===== src/rtl/conv_result_pkg.sv =====
package conv_result_pkg;
  // Place a right-aligned result inside a pair of bytes.
  function automatic logic [15:0] align_pair(input logic [15:0] right_v,
                                             input logic left_v,
                                             input int unsigned shift);
    return left_v ? (right_v << shift) : right_v;
  endfunction
endpackage


===== src/rtl/result_store.sv =====
module result_store #(
  parameter int unsigned RES_W = 10
) (
  input  logic             clk_i,
  input  logic             rst_ni,
  input  logic             done_i,
  input  logic [RES_W-1:0] data_i,
  input  logic             rd_lo_i,
  input  logic             rd_hi_i,
  output logic [RES_W-1:0] value_o,
  output logic             locked_o
);
  logic [RES_W-1:0] value_q;
  logic             lock_q;
  logic             wr_en;

  // A low read freezes in its own cycle; a high read releases in its own cycle.
  assign wr_en = done_i && !rd_lo_i && (!lock_q || rd_hi_i);

  always_ff @(posedge clk_i or negedge rst_ni) begin
    if (!rst_ni) begin
      value_q <= '0;
      lock_q  <= 1'b0;
    end else begin
      if (wr_en) value_q <= data_i;
      if (rd_hi_i)      lock_q <= 1'b0;
      else if (rd_lo_i) lock_q <= 1'b1;
    end
  end

  assign value_o  = value_q;
  assign locked_o = lock_q;
endmodule


===== src/rtl/byte_view.sv =====
module byte_view
  import conv_result_pkg::*;
#(
  parameter int unsigned RES_W  = 10,
  parameter int unsigned BYTE_W = 8
) (
  input  logic [RES_W-1:0]  value_i,
  input  logic              left_adj_i,
  input  logic              hi_sel_i,
  output logic [BYTE_W-1:0] byte_o
);
  localparam int unsigned PAIR_W = 2 * BYTE_W;
  localparam int unsigned SHIFT  = PAIR_W - RES_W;

  logic [PAIR_W-1:0] pair_w;

  generate
    if (PAIR_W == 16) begin : g_pkg
      assign pair_w = align_pair(16'(value_i), left_adj_i, SHIFT);
    end else begin : g_gen
      assign pair_w = left_adj_i ? (PAIR_W'(value_i) << SHIFT) : PAIR_W'(value_i);
    end
  endgenerate

  assign byte_o = hi_sel_i ? pair_w[PAIR_W-1:BYTE_W] : pair_w[BYTE_W-1:0];
endmodule


===== src/rtl/done_flag.sv =====
module done_flag (
  input  logic clk_i,
  input  logic rst_ni,
  input  logic set_i,
  input  logic clr_i,
  output logic flag_o
);
  logic flag_q;

  always_ff @(posedge clk_i or negedge rst_ni) begin
    if (!rst_ni)     flag_q <= 1'b0;
    else if (set_i)  flag_q <= 1'b1;  // set wins
    else if (clr_i)  flag_q <= 1'b0;
  end

  assign flag_o = flag_q;
endmodule


===== src/rtl/conv_result_reg.sv =====
module conv_result_reg #(
  parameter int unsigned RES_W  = 10,
  parameter int unsigned BYTE_W = 8
) (
  input  logic              clk_i,
  input  logic              rst_ni,
  input  logic              conv_done_i,
  input  logic [RES_W-1:0]  conv_data_i,
  input  logic              left_adj_i,
  input  logic              rd_i,
  input  logic              rd_hi_i,
  output logic [BYTE_W-1:0] rd_data_o,
  input  logic              irq_en_i,
  input  logic              flag_clr_i,
  input  logic              irq_ack_i,
  output logic              flag_o,
  output logic              irq_o
);
  logic [RES_W-1:0] value_w;
  logic             lock_w;
  logic             rd_lo_w;
  logic             rd_hi_w;

  assign rd_lo_w = rd_i && !rd_hi_i;
  assign rd_hi_w = rd_i &&  rd_hi_i;

  result_store #(.RES_W(RES_W)) u_store (
    .clk_i    (clk_i),
    .rst_ni   (rst_ni),
    .done_i   (conv_done_i),
    .data_i   (conv_data_i),
    .rd_lo_i  (rd_lo_w),
    .rd_hi_i  (rd_hi_w),
    .value_o  (value_w),
    .locked_o (lock_w)
  );

  byte_view #(.RES_W(RES_W), .BYTE_W(BYTE_W)) u_view (
    .value_i    (value_w),
    .left_adj_i (left_adj_i),
    .hi_sel_i   (rd_hi_i),
    .byte_o     (rd_data_o)
  );

  done_flag u_flag (
    .clk_i  (clk_i),
    .rst_ni (rst_ni),
    .set_i  (conv_done_i),
    .clr_i  (flag_clr_i || irq_ack_i),
    .flag_o (flag_o)
  );

  assign irq_o = flag_o && irq_en_i;
endmodule


===== config.mk =====
export PLATFORM = sky130hd
export DESIGN_NAME = conv_result_reg
export DESIGN_NICKNAME = d
export VERILOG_FILES = /design/src/rtl/conv_result_pkg.sv /design/src/rtl/result_store.sv /design/src/rtl/byte_view.sv /design/src/rtl/done_flag.sv /design/src/rtl/conv_result_reg.sv
export SDC_FILE = /design/constraint.sdc
export NUM_CORES = 1
export LEC_CHECK = 0
export BUFFER_PORTS_ARGS = -buffer_cell sky130_fd_sc_hd__buf_4
export CELL_PAD_IN_SITES_DETAIL_PLACEMENT = 0
export CELL_PAD_IN_SITES_GLOBAL_PLACEMENT = 1
export CORE_MARGIN = 2
export CORE_UTILIZATION = 32
export CTS_CLUSTER_SIZE = 40
export DETAILED_ROUTE_END_ITERATION = 12
export GPL_TIMING_DRIVEN = 1
export MAX_ROUTING_LAYER = met4
export PLACE_DENSITY = 0.74
export SETUP_SLACK_MARGIN = 0.1
export SLEW_MARGIN = 15
export SYNTH_ARGS = -nofsm -noshare
export SYNTH_HDL_FRONTEND = slang
export SYNTH_SLANG_ARGS = --single-unit

===== constraint.sdc =====
create_clock -name clk_i -period 1.8 [get_ports clk_i]
set_clock_uncertainty 0.15 [all_clocks]
set_input_delay 0.36 -clock clk_i [delete_from_list [all_inputs] [get_ports clk_i]]
set_output_delay 0.36 -clock clk_i [all_outputs]
set_load 0.05 [all_outputs]

==> results.ini, run 1 <==
[sta]
final_min_period_over_clock_period_pct=92.41
rsz0062_at_grt=no
fin_crit_ns=1.663
drv_slew=0
finalSetupTns_ns=0
tightest_slew_ns=0.4526
fmax_ghz=0.6012
relSlewSlack_pct=69.68
finalHoldViolCount=0
hold_slack_ns=0.1546
setup_viol=0

[synth]
ys_seq_area_share_pct=50.53
synthCells=47
syn_area_per_cell_um2=12.65
syn_nets=66
syn-cell-area_um2=594.3
synth_cell_types=15
yosys_register_bits=12
yosysWarnings=0

[critical_path]
crit_buf_inv=2
cp.arrival_ns=1.15
criticalPathCategory=primary input to output pin
r2r_start=u_store.locked_o$_DFFE_PN0P_
r2r_slack_ns=0.37
end_kind=output pin
cp-start-kind=primary input
crit_family=buffers and inverters
cp.depth=4
r2r-end=u_store.value_o[0]$_DFFE_PN0P_
path_cells=buf_4 > and2_2 > a22o_1 > buf_4
path_common_cell=buf_4
critPathSlowestCell=a22o_1
slowest_delay_ns=0.24
crit_required_ns=1.29
r2r_cells=3
critPathMaxFanout=6

[die]
dieArea_mm2=0.002218
fp.dieH_um=47.10
num_io_pins=29
fp.dieW_um=47.10
fp-row-count=15
initial_utilization_pct=34.05
core_mm2=0.001745

[cts]
post-cts-setup-buffer-count=0
clk_path_buf_depth=2
cts.sinks=12
htree_levels=1
clk_latency_ns=0.26
cts-root-buf=clkbuf_4
clk_pin_slew_worst_paths_ns=0.07
numCtsBuffers=3
cts_tree=yes

[placed_design]
hpwlAfterDp_um=925.8
placed_cells=99
routabilityCongestion=0.6997
io_buffer_count=28

[cells_and_area]
final_cell_mix=buf_4, dfrtp_1, mux2_2
diodes=0
drive_gt1_share_pct=58.97
nets=99
area_growth_pct=46.53
layout_commonest_cell=buf_4
instances_no_fill=103
fill_cells=168

[grt]
grt_use_total_pct=11.86
grt_max_degree=13
use_met1_pct=15.07
antenna_found_initial=0
overflow=0
grt.met2_usage_pct=17.26
gr-max-usage-layer=met2
grt_first_pass_wirelength_mm=1.725
use_met3_pct=6.154
grt_pass1_vias=391

[pwr]
peakVddDrop_uv=544.7
pwr_density_cell_mw_per_mm2=904.6
leakage_uw=0.0004265

[detailed_routing]
drt-pass1-iter-count=3
drt_iter0_drc=2
via_per_inst=4.505
drc=0
drt.antenna.violating_nets=0
vias=464
routedWlPerCell_um=10.94
wl_mm=1.127

[flow_run]
drv_cap=0

[worst_hold_path]
hp-start=conv_done_i
hp-class=primary input to flop
hold_end=u_flag.flag_o$_DFFE_PN0P_
holdPathStages=2

[outcome]
run_status=finished clean

-- layer usage --
layer  vias to the layer above  part of all wire (%)
met1                       216                    46
met2                        14                    48
met5                         -                     0
li1                        234                     -
met3                         0                   6.7
met4                         0                     0
-- state kept, by name (all words and copies together) (netlist names) --
name / cells
u_store.value_o: 10
u_store.locked_o: 1
u_flag.flag_o: 1
-- timing repair --
item,4_1_cts,5_1_grt
gates resized for setup,0,2
endpoints found under the setup margin,0,7
hold endpoints to repair,12,0
hold buffers,1,0
-- worst register-to-register path, cell delays in order (launching register included) --
cell and delay [ns]:
dfrtp_1 0.32, inv_1 0.06, o211ai_4 0.39, mux2_2 0.39
-- layout make-up --
type	instances	area, um^2	share of cell area, %
Sequential cell	12	300.3	34.48
Multi-Input combinational cell	32	289.0	33.19
Timing Repair Buffer	29	220.2	25.29
Tap cell	25	31.28	3.592
Clock buffer	3	22.52	2.586
Inverter	2	7.507	0.8621
-- worst max path at each step --
stage	start	endpoint	slack [ns]
after floorplan	rd_hi_i	rd_data_o[0]	0.09
after global placement	left_adj_i	rd_data_o[2]	0.13
after detailed placement	left_adj_i	rd_data_o[2]	0.12
after CTS	left_adj_i	rd_data_o[2]	0.12
after global routing	rd_hi_i	rd_data_o[2]	0.12
final	rd_hi_i	rd_data_o[2]	0.14
-- synthesized netlist by cell type, drive strengths merged --
cell type	number	area share, %
and2	2	2.3
dfrtp	12	51
a22o	4	5.9
clkbuf	1	0.63
o21ai	5	4.2
a21o	1	1.3
mux2i	2	3.4
inv	2	1.3
o211ai	1	3.6
nand2	4	2.5
nor2	2	1.3
nand2b	1	2.3
mux2	10	21
-- per-stage QoR --
step	power [uW]	setup WS, ns	cell area, um^2	util [%]
finish	787.8	0.1366	870.8	49.89
global placement	636.8	0.1347	832.0	47.67
detailed placement	638.6	0.1194	832.0	47.67
floorplan	535.4	0.08575	594.3	-
global route	836.8	0.1162	870.8	49.89
CTS	798.1	0.1190	864.6	49.53
-- cells by family (layout without fill, tap and decap cells) --
group	Yosys count	after routing	synth area share, %
AO/OA/AOI/OAI	11	11	14.95
buffers and inverters	3	34	1.895
flip-flops	12	12	50.53
multiplexers	12	12	24.21
AND/OR/NAND/NOR	9	9	8.421
-- power breakdown --
group          switching (uW)  internal [uW]
Combinational             167            129
Sequential               29.0            312
Clock                    73.7           77.0
Power figures use the tool's default switching activity.
==> run 2, diff against run 1 <==
--- a/config.mk
+++ b/config.mk
@@ -10,11 +10,13 @@
 export CELL_PAD_IN_SITES_GLOBAL_PLACEMENT = 1
 export CORE_MARGIN = 2
 export CORE_UTILIZATION = 32
+export CTS_BUF_LIST = sky130_fd_sc_hd__clkbuf_16
 export CTS_CLUSTER_SIZE = 40
 export DETAILED_ROUTE_END_ITERATION = 12
 export GPL_TIMING_DRIVEN = 1
 export MAX_ROUTING_LAYER = met4
 export PLACE_DENSITY = 0.74
+export REMOVE_ABC_BUFFERS = 1
 export SETUP_SLACK_MARGIN = 0.1
 export SLEW_MARGIN = 15
 export SYNTH_ARGS = -nofsm -noshare
==> results.ini, run 2 (synthesized netlist as in run 1, its figures left out) <==
[outcome]
run_status=finished clean

[cells_and_area]
diodes=0  ; unchanged
area_growth_pct=55.37
ff_latch_area_um2=300.3  ; unchanged
final_cell_mix=buf_4, dfrtp_1, mux2_2
largest_register_ffs=10  ; unchanged
nets=99  ; unchanged
multi_input_area_um2=285.3  ; -1.3%
layout_commonest_cell=buf_4
drive_gt1_share_pct=56.96  ; -2.0 points
fill_cells=177  ; +5.4%

[critical_path]
cp.arrival_ns=1.15  ; about the same
critPathSlowestCell=a22o_1
cp.depth=4  ; unchanged
slowest_delay_ns=0.24  ; about the same
r2r_slack_ns=0.39  ; +0.02 ns
r2r-end=u_store.value_o[7]$_DFFE_PN0P_
cp-start-kind=primary input
startpoint=rd_hi_i
r2r_cells=3  ; unchanged
end_kind=output pin
crit_family=buffers and inverters
critPathMaxFanout=6  ; unchanged
crit_required_ns=1.29  ; about the same
critPathCapture=rd_data_o[3]
path_common_cell=buf_4
crit_buf_inv=2  ; unchanged
r2r_start=u_store.locked_o$_DFFE_PN0P_
path_cells=buf_4 > and2_2 > a22o_1 > buf_4
criticalPathCategory=primary input to output pin

[cts]
cts.sinks=12  ; unchanged
clk_latency_ns=0.23  ; -0.03 ns
htree_levels=1  ; unchanged
cts_tree=yes
cts-root-buf=clkbuf_16
clk_pin_slew_worst_paths_ns=0.04  ; -0.03 ns
post-cts-setup-buffer-count=0  ; unchanged
numCtsBuffers=3  ; unchanged
clk_path_buf_depth=2  ; unchanged

[detailed_routing]
drt.antenna.violating_nets=0  ; unchanged
vias=469  ; +1.1%
routedWlPerCell_um=12.29  ; +12%
via_per_inst=4.510  ; +0.11%
wl_mm=1.278  ; +13%
drt-pass1-iter-count=4  ; +1
drc=0  ; unchanged
drt_iter0_drc=4  ; +2

[sta]
setup_slack_ns=0.1381  ; +0.001479 ns
fmax_ghz=0.6017  ; about the same
final_min_period_over_clock_period_pct=92.33  ; about the same
finalHoldViolCount=0  ; unchanged
setup_viol=0  ; unchanged
fin_crit_ns=1.662  ; -0.001479 ns
hold_slack_ns=0.1827  ; +0.02803 ns
finalSetupTns_ns=0  ; unchanged
tightest_slew_ns=0.4218  ; -0.03078 ns
relSlewSlack_pct=71.75  ; +2.1 points
rsz0062_at_grt=no
drv_slew=0  ; unchanged

[grt]
antenna_found_initial=0  ; unchanged
grt_use_total_pct=13.56  ; +1.7 points
grt_max_degree=13  ; unchanged
grt_pass1_vias=437  ; +12%
overflow=0  ; unchanged
grt_first_pass_wirelength_mm=1.876  ; +8.8%

[die]
core_mm2=0.001745  ; unchanged
num_io_pins=29  ; unchanged
fp-row-count=15  ; unchanged
fp.dieW_um=47.10  ; unchanged
initial_utilization_pct=34.05  ; unchanged
dieArea_mm2=0.002218  ; unchanged
fp.dieH_um=47.10  ; unchanged

[placed_design]
hpwlAfterDp_um=959.6  ; +3.7%
routabilityCongestion=0.7589  ; +8.5%
io_buffer_count=28  ; unchanged
pre_cts_ws_ns=0.1219  ; +0.002467 ns

[pwr]
leakage_uw=0.0004527  ; +6.2%
pwr_density_cell_mw_per_mm2=1118  ; +24%
peakVddDrop_uv=531.5  ; -2.4%

[worst_hold_path]
hp-start=conv_done_i
hp-class=primary input to flop

[flow_run]
drv_cap=0  ; unchanged

==> run 2: through the flow <==
step | utilization [%] | power, uW | area (um^2) | instances
after floorplan | - | 532.2 | 590.6 | 46
after global routing | 52.90 | 1088 | 923.4 | 104
after CTS | 52.76 | 1050 | 920.9 | 104
after global placement | 47.67 | 634.0 | 832.0 | 99
final | 52.90 | 1033 | 923.4 | 104
after detailed placement | 47.67 | 637.4 | 832.0 | 99
==> run 2: worst min path at each step <==
stage	endpoint	slack, ns	cells past startpoint
finish	u_flag.flag_o$_DFFE_PN0P_	0.18	2
global route	u_flag.flag_o$_DFFE_PN0P_	0.19	2
CTS	u_flag.flag_o$_DFFE_PN0P_	0.18	2
detailed placement	u_store.value_o[3]$_DFFE_PN0P_	0.06	1
global placement	u_store.value_o[3]$_DFFE_PN0P_	0.06	1
floorplan	u_flag.flag_o$_DFFE_PN0P_	-0.09	0
==> run 2: per-layer routing <==
metal	global-route usage (%)	vias up	wire length, um	part of all wire [%]
li1	-	230	-	-
met3	5.000	2	97	7.6
met2	20.27	19	626	49
met1	15.99	218	543	42
met4	6.667	0	10	0.78
met5	-	-	0	0
==> run 2: what timing repair did <==
item / in CTS / in global routing
endpoints found under the hold margin: 12 / 0
gates resized for setup: 0 / 1
hold buffers: 1 / 0
setup endpoints to repair: 0 / 6
==> run 2: cell type report <==
| cell class | count | share of cell area (%) |
|---|---|---|
| flip-flops and latches | 12 | 32.52 |
| multi-input cells | 32 | 30.89 |
| repair buffers | 29 | 23.85 |
| clock buffers | 3 | 8.130 |
| well taps | 25 | 3.388 |
| inverters | 2 | 0.8130 |
| clock inverters | 1 | 0.4065 |
==> run 2: power by group <==
part / switching [uW] / internal, uW
sequential: 28.5 / 314
clock: 108 / 292
combinational: 165 / 126
==> run 2: worst register-to-register path: stages, from the launching register on <==
cell,delay (ns)
dfrtp_1,0.31
inv_1,0.06
o211ai_4,0.37
mux2_2,0.39
==> run 3, diff against run 2 <==
--- a/config.mk
+++ b/config.mk
@@ -16,7 +16,6 @@
 export GPL_TIMING_DRIVEN = 1
 export MAX_ROUTING_LAYER = met4
 export PLACE_DENSITY = 0.74
-export REMOVE_ABC_BUFFERS = 1
 export SETUP_SLACK_MARGIN = 0.1
 export SLEW_MARGIN = 15
 export SYNTH_ARGS = -nofsm -noshare
==> results.ini, run 3 (synthesized netlist as in run 1, its figures left out) <==
[outcome]
run_status=finished clean

[die]
initial_utilization_pct=34.05  ; unchanged
dieArea_mm2=0.002218  ; unchanged
num_io_pins=29  ; unchanged
core_mm2=0.001745  ; unchanged
fp-row-count=15  ; unchanged
fp.dieW_um=47.10  ; unchanged
fp.dieH_um=47.10  ; unchanged

[sta]
fmax_ghz=0.6025  ; +0.14%
tightest_slew_ns=0.4558  ; +0.03402 ns
relSlewSlack_pct=69.47  ; -2.3 points
finalSetupTns_ns=0  ; unchanged
rsz0062_at_grt=no
final_min_period_over_clock_period_pct=92.20  ; -0.13 points
drv_slew=0  ; unchanged
setup_viol=0  ; unchanged
finalHoldViolCount=0  ; unchanged
setup_slack_ns=0.1403  ; +0.002266 ns
fin_crit_ns=1.660  ; -0.002266 ns

[cts]
clk_pin_slew_worst_paths_ns=0.04  ; about the same
clk_latency_ns=0.24  ; about the same
cts_tree=yes
htree_levels=1  ; unchanged
clk_path_buf_depth=2  ; unchanged
post-cts-setup-buffer-count=0  ; unchanged
cts-root-buf=clkbuf_16
numCtsBuffers=3  ; unchanged
cts.sinks=12  ; unchanged

[grt]
grt_first_pass_wirelength_mm=1.780  ; -5.1%
grt.met2_usage_pct=18.08  ; -2.2 points
gr-max-usage-layer=met2
use_met1_pct=15.07  ; -0.92 points
overflow=0  ; unchanged
grt_pass1_vias=400  ; -8.5%
use_met3_pct=7.308  ; +2.3 points
antenna_found_initial=0  ; unchanged
grt_use_total_pct=12.59  ; -0.97 points
grt_max_degree=13  ; unchanged

[worst_hold_path]
holdPathStages=2  ; unchanged
hp-start=conv_done_i
hold_end=u_flag.flag_o$_DFFE_PN0P_
hp-class=primary input to flop

[cells_and_area]
layout_commonest_cell=buf_4
area_growth_pct=54.74
nets=99  ; unchanged
fin_util_pct=52.69  ; -0.21 points
fill_cells=163  ; -7.9%
postLayoutCellArea_um2=919.6  ; -0.41%
drive_gt1_share_pct=57.69  ; +0.73 points
diodes=0  ; unchanged
final_cell_mix=buf_4, dfrtp_1, mux2_2
multi_input_area_um2=285.3  ; unchanged
largest_register_ffs=10  ; unchanged
ff_latch_area_um2=300.3  ; unchanged

[detailed_routing]
wl_mm=1.160  ; -9.2%
via_per_inst=4.524  ; +0.33%
drc=0  ; unchanged
vias=466  ; -0.64%
drt_iter0_drc=5  ; +1
routedWlPerCell_um=11.26  ; -8.4%
drt-pass1-iter-count=4  ; unchanged
drt.antenna.violating_nets=0  ; unchanged

[flow_run]
drv_cap=0  ; unchanged

[placed_design]
routabilityCongestion=0.6997  ; -7.8%
pre_cts_ws_ns=0.1194  ; -0.002467 ns
io_buffer_count=28  ; unchanged
hpwlAfterDp_um=925.8  ; -3.5%
postPlaceCellArea_um2=832.0  ; unchanged

[critical_path]
crit_family=buffers and inverters
slowest_delay_ns=0.24  ; about the same
critPathSlowestCell=a22o_1
cp-start-kind=primary input
path_cells=buf_4 > and2_2 > a22o_1 > buf_4
critPathMaxFanout=6  ; unchanged
r2r-end=u_store.value_o[0]$_DFFE_PN0P_
end_kind=output pin
path_common_cell=buf_4
cp.arrival_ns=1.15  ; about the same
r2r_start=u_store.locked_o$_DFFE_PN0P_
r2r_slack_ns=0.38  ; about the same
criticalPathCategory=primary input to output pin
crit_required_ns=1.29  ; about the same
r2r_cells=3  ; unchanged
crit_buf_inv=2  ; unchanged

[pwr]
clkPwrFrac_pct=38.2  ; -0.5 points
p_seq_share_pct=33.2  ; about the same
power.internal_uw=729.1  ; -0.29%
swShare_pct=28.97  ; -0.22 points
fin_total_pwr_uw=1026  ; -0.60%
pwr_density_cell_mw_per_mm2=1116  ; -0.19%
peakVddDrop_uv=510.5  ; -4.0%
p_switching_uw=297.4  ; -1.3%
leakage_uw=0.0004513  ; -0.31%
p_comb_share_pct=28.6  ; +0.4 points

==> run 3: area by class of cell <==
cell class | count | area share, %
repair buffers | 29 | 23.95
flip-flops and latches | 12 | 32.65
clock buffers | 3 | 8.163
multi-input cells | 32 | 31.02
well taps | 25 | 3.401
inverters | 2 | 0.8163
==> run 3: power groups by stage <==
stage          registers (uW)  clock network, uW  logic [uW]
2_1_floorplan             342                  0         194
3_3_place_gp              345                  0         292
3_5_place_dp              344                  0         294
4_1_cts                   341                402         296
5_1_grt                   346                422         309
6_report                  341                392         294
==> run 3: per-stage QoR <==
step	cells	hold slack, ns
floorplan	47	-0.08559
global placement	99	0.05572
detailed placement	99	0.06009
CTS	103	0.1806
global route	103	0.1862
finish	103	0.1831
==> run 3: worst reg2reg max path, cell delays in order, from the launching register on <==
cell      delay (ns)
dfrtp_1         0.31
inv_1           0.06
o211ai_4        0.39
mux2_2          0.39
==> run 3: worst max-delay path by stage <==
stage | slack [ns] | cells after the start | endpoint | startpoint
floorplan | 0.09 | 4 | rd_data_o[0] | rd_hi_i
global placement | 0.13 | 4 | rd_data_o[2] | left_adj_i
detailed placement | 0.12 | 4 | rd_data_o[2] | left_adj_i
CTS | 0.12 | 4 | rd_data_o[2] | left_adj_i
global route | 0.12 | 4 | rd_data_o[2] | rd_hi_i
finish | 0.14 | 4 | rd_data_o[2] | rd_hi_i
==> run 3: what timing repair did <==
item / 4_1_cts / 5_1_grt
endpoints found under the setup margin: 0 / 6
gates resized for setup: 0 / 1
hold endpoints to repair: 12 / 0
hold buffers: 1 / 0
==> run 3: routing by layer <==
| layer | share of wire, % | vias up | wire length, um |
|---|---|---|---|
| met2 | 47 | 16 | 548 |
| li1 | - | 233 | - |
| met1 | 44 | 215 | 506 |
| met4 | 0.95 | 0 | 11 |
| met3 | 8.0 | 2 | 93 |
| met5 | 0 | - | 0 |
